## config.mk

```make
export PLATFORM = sky130hd
export DESIGN_NAME = prog_space_decoder
export DESIGN_NICKNAME = d
export VERILOG_FILES = /design/src/rtl/psd_pkg.sv /design/src/rtl/psd_route.sv /design/src/rtl/psd_ctrl.sv /design/src/rtl/prog_space_decoder.sv
export SDC_FILE = /design/constraint.sdc
export NUM_CORES = 1
export LEC_CHECK = 0
export ABC_CLOCK_PERIOD_IN_PS = 1450
export BUFFER_PORTS_ARGS = -buffer_cell sky130_fd_sc_hd__buf_4
export CORE_MARGIN = 5
export CORE_UTILIZATION = 38
export DETAILED_ROUTE_END_ITERATION = 8
export PLACE_DENSITY = 0.89
export RECOVER_POWER = 50
export SLEW_MARGIN = 20
export SYNTH_ARGS = -nofsm -noshare
export SYNTH_HDL_FRONTEND = slang
export SYNTH_HIERARCHICAL = 1
export SYNTH_SLANG_ARGS = --single-unit
```

## constraint.sdc

```tcl
create_clock -name clk_i -period 1.45 [get_ports clk_i]
set_clock_uncertainty 0.2 [all_clocks]
set_input_delay 0.29 -clock clk_i [delete_from_list [all_inputs] [get_ports clk_i]]
set_output_delay 0.29 -clock clk_i [all_outputs]
set_load 0.02 [all_outputs]
```

## src/rtl/psd_pkg.sv

```systemverilog
package psd_pkg;
  typedef enum logic [2:0] {
    TGT_NONE   = 3'd0,
    TGT_LOCAL  = 3'd1,
    TGT_SHARED = 3'd2,
    TGT_ROM    = 3'd3,
    TGT_EXT    = 3'd4
  } tgt_e;
  localparam int unsigned N_TGT = 5;
endpackage

```

## src/rtl/psd_route.sv

```systemverilog
module psd_route
  import psd_pkg::*;
#(
  parameter int unsigned PAGE_W     = 7,
  parameter int unsigned ADDR_W     = 16,
  parameter int unsigned INT_PAGES  = 4,
  parameter int unsigned ROM_WORDS  = 2048,
  parameter int unsigned HOLE_WORDS = 8192,
  localparam int unsigned IDX_W     = $clog2(INT_PAGES),
  localparam int unsigned PP_W      = IDX_W + 1
) (
  input  logic [PAGE_W-1:0] page_i,
  input  logic [ADDR_W-1:0] addr_i,
  input  logic              wr_i,
  input  logic              dma_i,
  input  logic              ovly_i,
  input  logic              mpmc_i,
  input  logic              rom_act_i,
  output tgt_e              tgt_o,
  output logic              viol_o,
  output logic [PP_W-1:0]   phys_page_o
);
  localparam logic [ADDR_W-1:0] HOLE_BASE = ADDR_W'((1 << ADDR_W) - HOLE_WORDS);
  localparam logic [ADDR_W-1:0] ROM_BASE  = ADDR_W'((1 << ADDR_W) - ROM_WORDS);

  logic is_int, upper, in_hole, in_rom;

  assign is_int  = page_i < PAGE_W'(INT_PAGES);
  assign upper   = addr_i[ADDR_W-1];
  assign in_hole = (page_i == '0) && (addr_i >= HOLE_BASE);
  assign in_rom  = addr_i >= ROM_BASE;
  // pages beyond the internal set alias onto the external set
  assign phys_page_o = {~is_int, page_i[IDX_W-1:0]};

  always_comb begin
    tgt_o  = TGT_NONE;
    viol_o = 1'b0;
    if (!upper) begin
      tgt_o = ovly_i ? TGT_LOCAL : TGT_EXT;
    end else if (mpmc_i || !is_int) begin
      tgt_o = TGT_EXT;
    end else if (rom_act_i && in_hole) begin
      tgt_o = in_rom ? TGT_ROM : TGT_NONE;
    end else if (wr_i && !dma_i) begin
      tgt_o  = TGT_NONE;
      viol_o = 1'b1;
    end else begin
      tgt_o = TGT_SHARED;
    end
  end
endmodule

```

## src/rtl/psd_ctrl.sv

```systemverilog
module psd_ctrl #(
  parameter int unsigned CFG_W     = 8,
  parameter int unsigned ROMEN_BIT = 7
) (
  input  logic             clk_i,
  input  logic             rst_ni,
  input  logic             gpio0_i,
  input  logic             cfg_we_i,
  input  logic [CFG_W-1:0] cfg_wdata_i,
  input  logic             drom_i,
  output logic             romen_o,
  output logic             sram_en_o
);
  logic init_q, romen_q, sram_q;

  always_ff @(posedge clk_i or negedge rst_ni) begin
    if (!rst_ni) begin
      init_q  <= 1'b1;
      romen_q <= 1'b0;
      sram_q  <= 1'b0;
    end else begin
      init_q <= 1'b0;
      sram_q <= drom_i;
      if (init_q)
        romen_q <= gpio0_i;
      else if (cfg_we_i && !cfg_wdata_i[ROMEN_BIT])
        romen_q <= 1'b0;  // software may only clear
    end
  end

  assign romen_o   = romen_q;
  assign sram_en_o = sram_q;

  AST_ROMEN_NO_SET: assert property (@(posedge clk_i) disable iff (!rst_ni)
    $rose(romen_q) |-> $past(init_q));
  AST_SRAM_FOLLOWS: assert property (@(posedge clk_i) disable iff (!rst_ni)
    sram_en_o |-> $past(drom_i));
endmodule

```

## src/rtl/prog_space_decoder.sv

```systemverilog
module prog_space_decoder
  import psd_pkg::*;
#(
  parameter int unsigned PAGE_W     = 7,
  parameter int unsigned ADDR_W     = 16,
  parameter int unsigned INT_PAGES  = 4,
  parameter int unsigned ROM_WORDS  = 2048,
  parameter int unsigned HOLE_WORDS = 8192,
  parameter int unsigned CFG_W      = 8,
  parameter int unsigned ROMEN_BIT  = 7,
  localparam int unsigned PP_W      = $clog2(INT_PAGES) + 1
) (
  input  logic              clk_i,
  input  logic              rst_ni,
  input  logic              req_valid_i,
  input  logic [PAGE_W-1:0] page_i,
  input  logic [ADDR_W-1:0] addr_i,
  input  logic              wr_i,
  input  logic              dma_i,
  input  logic              ovly_i,
  input  logic              mpmc_i,
  input  logic              xio_i,
  input  logic              gpio0_i,
  input  logic              cfg_we_i,
  input  logic [CFG_W-1:0]  cfg_wdata_i,
  input  logic              drom_i,
  output logic              sel_none_o,
  output logic              sel_local_o,
  output logic              sel_shared_o,
  output logic              sel_rom_o,
  output logic              sel_ext_o,
  output logic [PP_W-1:0]   phys_page_o,
  output logic [ADDR_W-1:0] offset_o,
  output logic              viol_o,
  output logic              valid_o,
  output logic              romen_o,
  output logic              sram_en_o
);
  tgt_e            tgt_d, tgt_q;
  logic            viol_d, viol_q, valid_q;
  logic [PP_W-1:0] pp_d, pp_q;
  logic [ADDR_W-1:0] off_q;
  logic [N_TGT-1:0]  sel_vec;
  logic            romen;

  psd_ctrl #(.CFG_W(CFG_W), .ROMEN_BIT(ROMEN_BIT)) u_ctrl (
    .clk_i, .rst_ni, .gpio0_i, .cfg_we_i, .cfg_wdata_i, .drom_i,
    .romen_o(romen), .sram_en_o
  );

  psd_route #(
    .PAGE_W(PAGE_W), .ADDR_W(ADDR_W), .INT_PAGES(INT_PAGES),
    .ROM_WORDS(ROM_WORDS), .HOLE_WORDS(HOLE_WORDS)
  ) u_route (
    .page_i, .addr_i, .wr_i, .dma_i, .ovly_i, .mpmc_i,
    .rom_act_i(xio_i & romen),
    .tgt_o(tgt_d), .viol_o(viol_d), .phys_page_o(pp_d)
  );

  always_ff @(posedge clk_i or negedge rst_ni) begin
    if (!rst_ni) begin
      valid_q <= 1'b0;
      tgt_q   <= TGT_NONE;
      viol_q  <= 1'b0;
      pp_q    <= '0;
      off_q   <= '0;
    end else begin
      valid_q <= req_valid_i;
      tgt_q   <= tgt_d;
      viol_q  <= req_valid_i & viol_d;
      pp_q    <= pp_d;
      off_q   <= addr_i;
    end
  end

  for (genvar k = 0; k < N_TGT; k++) begin : g_sel
    assign sel_vec[k] = valid_q && (tgt_q == tgt_e'(k));
  end

  assign sel_none_o   = sel_vec[TGT_NONE];
  assign sel_local_o  = sel_vec[TGT_LOCAL];
  assign sel_shared_o = sel_vec[TGT_SHARED];
  assign sel_rom_o    = sel_vec[TGT_ROM];
  assign sel_ext_o    = sel_vec[TGT_EXT];
  assign phys_page_o  = pp_q;
  assign offset_o     = off_q;
  assign viol_o       = viol_q;
  assign valid_o      = valid_q;
  assign romen_o      = romen;

  AST_ONE_SEL: assert property (@(posedge clk_i) disable iff (!rst_ni)
    valid_o |-> $onehot(sel_vec));
  AST_IDLE_NO_SEL: assert property (@(posedge clk_i) disable iff (!rst_ni)
    !valid_o |-> (sel_vec == '0));
  AST_VIOL_NO_TARGET: assert property (@(posedge clk_i) disable iff (!rst_ni)
    viol_o |-> sel_none_o);
  AST_ROM_NEEDS_XIO: assert property (@(posedge clk_i) disable iff (!rst_ni)
    sel_rom_o |-> $past(xio_i && romen));
  AST_LOCAL_LOWER: assert property (@(posedge clk_i) disable iff (!rst_ni)
    sel_local_o |-> !offset_o[ADDR_W-1]);
endmodule

```

==> flow_summary.ini, run 1 <==
[status]
outcome = finished, violations left
violations = negative setup slack

[global_routing]
grt_antenna_before_repair = 0
gr-total-overflow = 0
grt_pass1_wl_um = 4202
grt_pass1_vias = 909
grt_max_degree = 28
grtUsageTotal_pct = 16.89

[setup_path]
crit_buf_inv = 1
crit_type = reg2out
max_stage_delay_ns = 0.44
arrival_ns = 1.21
critPathCaptureType = primary output
cp_slowest_cell = dfrtp_1
crit_family = flip-flops
crit_cells = 2
worst-r2r-cell-count = 5
cp-start-kind = flop
path_cells = nor4b_2, buf_4
worstPathMaxFanout = 5
required_ns = 0.96

[yosys]
ys_top_cells_by_area = dfrtp_1 (73%), dfstp_2 (2.9%), and4bb_1 (2.8%)
yosys.area_share.simple_pct = 17.74
synth_xor_area_share_pct = 0
avgSynthCellArea_um2 = 16.00
netlist_area_um2 = 895.9
synth_top_area_share_pct = 72.63
syn_nets = 98
synthAdderAreaFrac_pct = 0
ys_ff_latch = 27
yosysWarnings = 6
ys_types = 22
synth_compound_area_share_pct = 3.771
syn-instance-count = 56
synth_top_family_by_area = simple AND/OR/NAND/NOR gates
synth_largest_area_cell = dfrtp_1
synth.yosys.seq_area_share_pct = 75.56
synth.area.mux_share_pct = 0

[layout]
fill_cells = 149
layout_commonest_cell = buf_4
syn2layout_area_growth_pct = 92.74
drive_gt1_share_pct = 52.70
multi_input_area_um2 = 210.2
diodes = 0
fin_area_um2 = 1727
regArea_um2 = 676.9
nNetsFinal = 191
final_cell_mix = buf_4 (39), dfrtp_1 (26), dlygate4sd3_1 (25), clkbuf_4 (20), buf_6 (8)

[floorplanning]
rows = 17
die_y_um = 58.56
dieWidth_um = 58.56
dieArea_um2 = 3429
design.core.area_um2 = 2233
ioPinCount = 70
start_util_pct = 40.11

[sta]
setup_viol = 10
hold_violations = 0
slew_violations = 0
period_share_pct = 117.5
tightest_slew_ns = 0.6409
whs_ns = 0.03368
relSlewSlack_pct = 57.28
fmax_mhz = 586.8
fin_ws_ns = -0.2543
rsz0062_at_grt = yes
period_needed_ns = 1.704

[clock_network]
clkTransAtPathRegs_ns = 0.16
cts.path.max_buffers = 2
cts_root_buffer = clkbuf_4
clkLatencyLatePin_ns = 0.33
cts_sinks = 27
cts_tree = done
cts_buffers = 3
h-tree-depth = 1

[power_and_ir_drop]
power.density_nw_per_um2 = 830.2
max-vdd-ir-drop_v = 0.0007117
leakage_nw = 0.8453

[route]
routed_wirelength_um = 2743
drt-met1-wl_um = 729
vias = 799
wl_met3_um = 137
viasPerCell = 4.540
drc = 0
routed.top_layer = met4
dr.pass1.iters = 2
wl_met2_um = 1827
final_antenna_net_count = 0
wl_per_cell_um = 15.59
first_iter_violations = 2

[place]
place_congestion = 0.7131
placed_area_um2 = 1396
dp_hpwl_um = 1786
port_buffers = 62

[hold_path]
hold_path_class = in2reg
hold_path_depth = 3

[flow_run]
drv_cap = 0
per-stage QoR:
stage	power, mW	worst slack [ns]	instances	setup TNS (ns)	utilization, %
after global routing	1.495	-0.3336	176	-2.045	77.31
final	1.433	-0.2543	176	-1.649	77.31
after CTS	1.434	-0.2688	175	-1.360	76.13
after global placement	1.031	-0.4776	146	-1.492	62.52
after floorplan	0.8878	-0.3527	56	-0.9152	-
after detailed placement	1.040	-0.5000	146	-1.619	62.52
state kept, by name, summed over array words and instances (netlist names):
| name | count |
|---|---|
| u_ctrl/romen_o | 1 |
| phys_page_o | 3 |
| offset_o | 16 |
| valid_o | 1 |
| u_ctrl/sram_en_o | 1 |
| tgt_q | 3 |
| viol_o | 1 |
| u_ctrl/init_q | 1 |
cell families (layout without fill, tap and decap cells):
logic type,after synthesis,in the layout
DFF,27,27
AOI/OAI and AO/OA,4,4
other,1,1
buffers and inverters,4,96
and+or+nand+nor,20,20
per-layer routing:
metal	vias to the layer above	track usage, %
li1	375	-
met1	393	13.58
met2	27	38.60
met3	4	1.096
met4	0	6.954
met5	-	0
final cells by class:
type	instances	area share, %
sequential	27	39.20
timing repair buffer	90	44.35
clock buffer	3	1.304
multi-input combinational	25	12.17
inverter	2	0.4348
clock inverter	1	0.5072
tap	28	2.029
path summary, 6_finish.rpt:
path	startpoint	endpoint	slack, ns
min in group asynchronous	rst_ni	phys_page_o[1]$_DFF_PN0_	0.32
max	tgt_q[1]$_DFF_PN0_	sel_none_o	-0.25
min reg2reg	u_ctrl/init_q$_DFF_PN1_	u_ctrl/romen_o$_DFFE_PN0P_	0.33
min	cfg_wdata_i[7]	u_ctrl/romen_o$_DFFE_PN0P_	0.03
max reg2reg	u_ctrl/romen_o$_DFFE_PN0P_	viol_o$_DFF_PN0_	-0.05
max in group asynchronous	rst_ni	tgt_q[1]$_DFF_PN0_	0.31
worst register-to-register path, cell delays in order (launching register included):
cell,delay [ns]
dfrtp_1,0.39
and2_1,0.14
and3_1,0.19
nand2_1,0.12
and4bb_2,0.24
and2_1,0.13
Yosys cell counts, drive strengths merged:
cell     n
a311oi   1
and2     2
and3     2
and4b    1
and4bb   4
buf      2
conb     1
dfrtp   26
dfstp    1
inv      2
nand2    3
nand2b   2
nor2     1
nor2b    1
nor4b    1
o21a     1
o21ai    1
o32ai    1
or3      2
or4      1
repair_timing:
item                                    in CTS  in global routing
pin swaps                                    2                  5
hold endpoints to repair                    51                  0
setup buffers                                0                  1
gates resized for setup                      5                  5
endpoints found under the setup margin       9                 10
hold buffers                                25                  0
where the power goes:
part	switching (mW)	total, mW	internal [mW]
Combinational	0.117	0.282	0.165
Clock	0.233	0.345	0.112
Sequential	0.0170	0.807	0.790
Total	0.367	1.43	1.07
No activity file was read; power rests on OpenSTA's default activity.
==> inputs of run 2 (changes only) <==
Settings changed: ABC_AREA set to 1, CORE_UTILIZATION 38 to 39.
==> flow_summary.ini, run 2 <==
[yosys]
avgSynthCellArea_um2 = 10.32
synth-edff-count = 0
syn-instance-count = 93
synth_largest_area_cell = dfrtp_1
synth_top_area_share_pct = 67.80
netlist_area_um2 = 959.7
ys_types = 13
yosysWarnings = 6
async_reset_ff_share_pct = 100.0
ys_ff_latch = 27
synth.yosys.seq_area_share_pct = 70.53
ys.flop_type = dfrtp_1
syn_nets = 135
ys_top_cells_by_area = dfrtp_1 (68%), nand2_1 (8.6%), inv_1 (5.9%)
yosysMostFrequentCell = dfrtp_1
netlist_top_cells_count = dfrtp_1 (26), nand2_1 (22), inv_1 (15)

[power_and_ir_drop]
power_frac_comb_pct = 20.2
swShare_pct = 26.28
p_int_mw = 1.048
leakage_nw = 0.8974
power_switching_uw = 373.7
clockPowerShare_pct = 23.2
power.density_nw_per_um2 = 815.3
max-vdd-ir-drop_v = 0.0008288
power_frac_seq_pct = 56.7
power_mw = 1.422

[sta]
fmax_mhz = 603.9
slew_violations = 0
fin_ws_ns = -0.2059
hold_violations = 0
rsz0062_at_grt = yes
relSlewSlack_pct = 56.43
period_share_pct = 114.2
period_needed_ns = 1.656
setup_viol = 5
tightest_slew_ns = 0.6535

[floorplanning]
rows = 18
design.core.area_um2 = 2410
ioPinCount = 70
dieWidth_um = 59.61
dieArea_um2 = 3553
die_y_um = 59.61
start_util_pct = 39.82

[setup_path]
crit_family = flip-flops
max_stage_delay_ns = 0.43
r2r_end = viol_o$_DFF_PN0_
arrival_ns = 1.17
required_ns = 0.96
cp_slowest_cell = dfrtp_1
path_cells = inv_2, nand2_2, nor2_2, buf_6
worst-r2r-cell-count = 11
ff2ff_setup_slack_ns = 0.06
crit_buf_inv = 2
r2r-start = u_ctrl/romen_o$_DFFE_PN0P_
worstPathMaxFanout = 3
cp-start-kind = flop
crit_type = reg2out
critPathCaptureType = primary output

[clock_network]
cts.path.max_buffers = 2
cts_root_buffer = clkbuf_4
clkTransAtPathRegs_ns = 0.15
cts_buffers = 3
clkLatencyLatePin_ns = 0.33
cts_tree = done
post_cts_buffers = 0
cts_sinks = 27
h-tree-depth = 1

[layout]
nNetsFinal = 224
layout_commonest_cell = buf_4
diodes = 0
fin_cells = 211
largest_reg_flops = 16
final_cell_mix = buf_4 (46), dfrtp_1 (26), dlygate4sd3_1 (24), nand2_1 (20), clkbuf_4 (13)
drive_gt1_share_pct = 45.86
syn2layout_area_growth_pct = 81.75

[status]
outcome = finished, violations left
violations = negative setup slack

[global_routing]
grt_pass1_vias = 977
grt_pass1_wl_um = 4450
gr-total-overflow = 0
grt_antenna_before_repair = 0
grt_max_degree = 28
grtUsageTotal_pct = 17.37

[place]
port_buffers = 62
pre_cts_ws_ns = 0.09669
dpl.cell_count = 183
dp_hpwl_um = 2004
place_congestion = 0.8473

[route]
drc = 0
viasPerCell = 4.318
vias = 911
first_iter_violations = 11
dr.pass1.iters = 2
routed_wirelength_um = 2889
final_antenna_net_count = 0
wl_per_cell_um = 13.69

[hold_path]
hold_path_depth = 5
hold_path_class = in2reg
hold_path_startpoint = cfg_wdata_i[7]
whs_endpoint = u_ctrl/romen_o$_DFFE_PN0P_

[flow_run]
drv_cap = 0
==> run 2: cell families after synthesis <==
group | count (synthesis) | synth area share (%)
flops | 27 | 70.53
simple gates | 46 | 20.60
other cells | 1 | 0.3908
buf+inv | 18 | 7.821
compound gates | 1 | 0.6523
==> run 2: how the worst max path moves through the flow <==
stage	start	end	slack [ns]	cells after the start
final	tgt_q[0]$_DFF_PN0_	sel_shared_o	-0.21	4
after global routing	tgt_q[0]$_DFF_PN0_	sel_none_o	-0.26	4
after CTS	tgt_q[2]$_DFF_PN0_	sel_rom_o	-0.19	4
after detailed placement	xio_i	viol_o$_DFF_PN0_	0.1	12
after global placement	xio_i	viol_o$_DFF_PN0_	0.13	12
after floorplan	valid_o$_DFF_PN0_	sel_local_o	0.09	2
==> run 2: area by class of cell <==
type	count	area [µm²]
clock inverters	1	7.507
flip-flops and latches	27	676.9
fillers	167	665.6
well taps	30	37.54
multi-input cells	48	232.7
repair buffers	86	706.9
inverters	16	60.06
clock buffers	3	22.52
==> run 2: through the flow <==
step / hold slack (ns) / util, % / TNS, ns / area [µm²]
global route: 0.009016 / 72.38 / -1.360 / 1744
CTS: 0.01662 / 71.50 / -0.9077 / 1723
detailed placement: 0.01979 / 60.07 / 0 / 1448
finish: 0.02149 / 72.38 / -0.8692 / 1744
global placement: 0.007047 / 60.07 / 0 / 1448
floorplan: -0.2056 / - / 0 / 959.7
==> run 2: layer usage <==
layer | share of wire (%) | GRT usage [%] | vias up
met5 | 0 | 0 | -
li1 | - | - | 441
met4 | 1.9 | 6.962 | 0
met2 | 58 | 36.04 | 40
met3 | 6.5 | 1.743 | 5
met1 | 33 | 16.81 | 425
==> run 2: tightest hold or removal path: cells and delay by family <==
kind	cells	cell delay [ns]
buf+inv	2	0.11
simple gates	3	0.14
==> run 2: repair_timing <==
action                                  CTS  global route
pin swaps                                 3             9
hold endpoints to repair                 51             0
endpoints found under the setup margin    5             8
resized for setup                         3            12
hold buffers                             24             0
==> run 2: power by group through the flow <==
stage / registers [mW] / logic, mW / clock network, mW
6_report: 0.806 / 0.287 / 0.329
5_1_grt: 0.809 / 0.309 / 0.377
4_1_cts: 0.804 / 0.286 / 0.337
3_5_place_dp: 0.818 / 0.234 / 0
3_3_place_gp: 0.816 / 0.226 / 0
2_1_floorplan: 0.858 / 0.0407 / 0
==> inputs of run 3 (changes only) <==
Settings changed: ABC_CLOCK_PERIOD_IN_PS 1450 to 1400, CAP_MARGIN set to 20, CORE_UTILIZATION 39 to 35, CTS_BUF_LIST set to sky130_fd_sc_hd__clkbuf_16, PLACE_DENSITY 0.89 to 0.85.
Clock period 1.45 ns to 1.4 ns, I/O delays scaled along.
==> flow_summary.ini, run 3 (synthesis results as in run 2) <==
[status]
outcome = finished, violations left
violations = negative setup slack

[route]
vias = 902
wl_per_cell_um = 12.31
viasPerCell = 4.295
dr.pass1.iters = 4
routed_wirelength_um = 2586
drc = 0
final_antenna_net_count = 0
first_iter_violations = 12

[power_and_ir_drop]
max-vdd-ir-drop_v = 0.0006873
power.density_nw_per_um2 = 977.0
leakage_nw = 0.9144

[floorplanning]
die_y_um = 62.37
start_util_pct = 35.72
ioPinCount = 70
rows = 19
dieArea_um2 = 3889
design.core.area_um2 = 2686
dieWidth_um = 62.37

[clock_network]
h-tree-depth = 1
cts_tree = done
cts_root_buffer = clkbuf_16
cts_buffers = 3
cts_sinks = 27
clkTransAtPathRegs_ns = 0.06
cts.path.max_buffers = 2
clkLatencyLatePin_ns = 0.25

[layout]
regArea_um2 = 676.9
drive_gt1_share_pct = 44.13
largest_reg_flops = 16
syn2layout_area_growth_pct = 84.75
final_cell_mix = buf_4 (42), dfrtp_1 (26), dlygate4sd3_1 (21), nand2_1 (20), inv_1 (13)
nNetsFinal = 222
fill_cells = 201
multi_input_area_um2 = 237.7
diodes = 0
layout_commonest_cell = buf_4
fin_area_um2 = 1773

[sta]
relSlewSlack_pct = 58.22
period_share_pct = 109.5
slew_violations = 0
setup_viol = 5
period_needed_ns = 1.534
hold_violations = 0
fin_ws_ns = -0.1335
fmax_mhz = 652.1
whs_ns = 0.03157
rsz0062_at_grt = yes
tightest_slew_ns = 0.6267

[setup_path]
arrival_ns = 1.05
worstPathMaxFanout = 3
worst-r2r-cell-count = 11
crit_cells = 4
max_stage_delay_ns = 0.41
required_ns = 0.92
r2r-start = u_ctrl/romen_o$_DFFE_PN0P_
crit_type = reg2out
crit_buf_inv = 2
r2r_end = viol_o$_DFF_PN0_
ff2ff_setup_slack_ns = 0.08
cp-startpoint = tgt_q[1]$_DFF_PN0_
cp_slowest_cell = dfrtp_1
crit_family = flip-flops
cp-endpoint = sel_local_o
path_cells = inv_2, nand2_2, nor2_1, buf_4
critPathCaptureType = primary output
cp-start-kind = flop

[global_routing]
grt_pass1_vias = 989
grt_antenna_before_repair = 0
grt_pass1_wl_um = 4298
grt_max_degree = 28
gr-total-overflow = 0
grtUsageTotal_pct = 13.86

[place]
placed_area_um2 = 1449
port_buffers = 62
dp_hpwl_um = 1995
place_congestion = 0.8115

[flow_run]
drv_cap = 0

[hold_path]
hold_path_class = in2reg
[run 3: what timing repair did]
item	4_1_cts	5_1_grt
endpoints found under the setup margin	5	7
setup buffers	1	0
gates resized for setup	5	13
pin swaps	3	7
hold endpoints to repair	46	0
hold buffers	21	0
[run 3: worst reg2reg max path, cell delays in order, from the launching register on]
cell and delay [ns]:
dfrtp_1 0.37, nand2_1 0.06, inv_1 0.06, nand2_1 0.06
inv_2 0.07, nand3_2 0.08, nor2_2 0.10, nor2_2 0.06
nand2_1 0.06, inv_1 0.04, nand2_1 0.04, inv_1 0.03
[run 3: per-stage QoR]
stage          TNS (ns)  power, mW  cells  util [%]  worst slack (ns)
2_1_floorplan         0     0.9303     93         -           0.05122
3_3_place_gp          0      1.080    184     53.94           0.07618
3_5_place_dp          0      1.091    184     53.94           0.08164
4_1_cts         -0.6245      1.756    210     65.53           -0.1352
5_1_grt         -0.8708      1.823    210     66.00           -0.1746
6_report        -0.5711      1.732    210     66.00           -0.1335
[run 3: power by group]
group	switching, mW	internal [mW]	leakage [nW]
registers	0.0156	0.818	0.315
clock network	0.225	0.381	0.0423
logic	0.136	0.156	0.557
total	0.377	1.35	0.914
[run 3: worst min-delay path by stage]
| stage | cells after the start | to | slack (ns) | from |
|---|---|---|---|---|
| floorplan | 0 | offset_o[0]$_DFF_PN0_ | -0.22 | rst_ni |
| CTS | 3 | u_ctrl/romen_o$_DFFE_PN0P_ | 0.03 | gpio0_i |
| finish | 3 | u_ctrl/romen_o$_DFFE_PN0P_ | 0.03 | gpio0_i |
| global route | 3 | u_ctrl/romen_o$_DFFE_PN0P_ | 0.04 | gpio0_i |
| global placement | 1 | offset_o[1]$_DFF_PN0_ | -0.003 | rst_ni |
| detailed placement | 1 | phys_page_o[1]$_DFF_PN0_ | 0.005 | rst_ni |
[run 3: layer usage]
metal  track usage, %  up-vias  routed length, µm  share of wire (%)
met1            14.10      413                904                 35
li1                 -      440                  -                  -
met2            24.87       43               1427                 55
met4            7.958        0                 54                2.1
met3            3.964        6                199                7.7
met5                0        -                  0                  0
[run 3: cell type report]
cell class,instances,area share (%)
clock buffers,3,4.234
multi-input cells,48,13.41
flip-flops and latches,27,38.18
clock inverters,1,0.2117
inverters,16,3.387
well taps,31,2.188
repair buffers,84,38.39
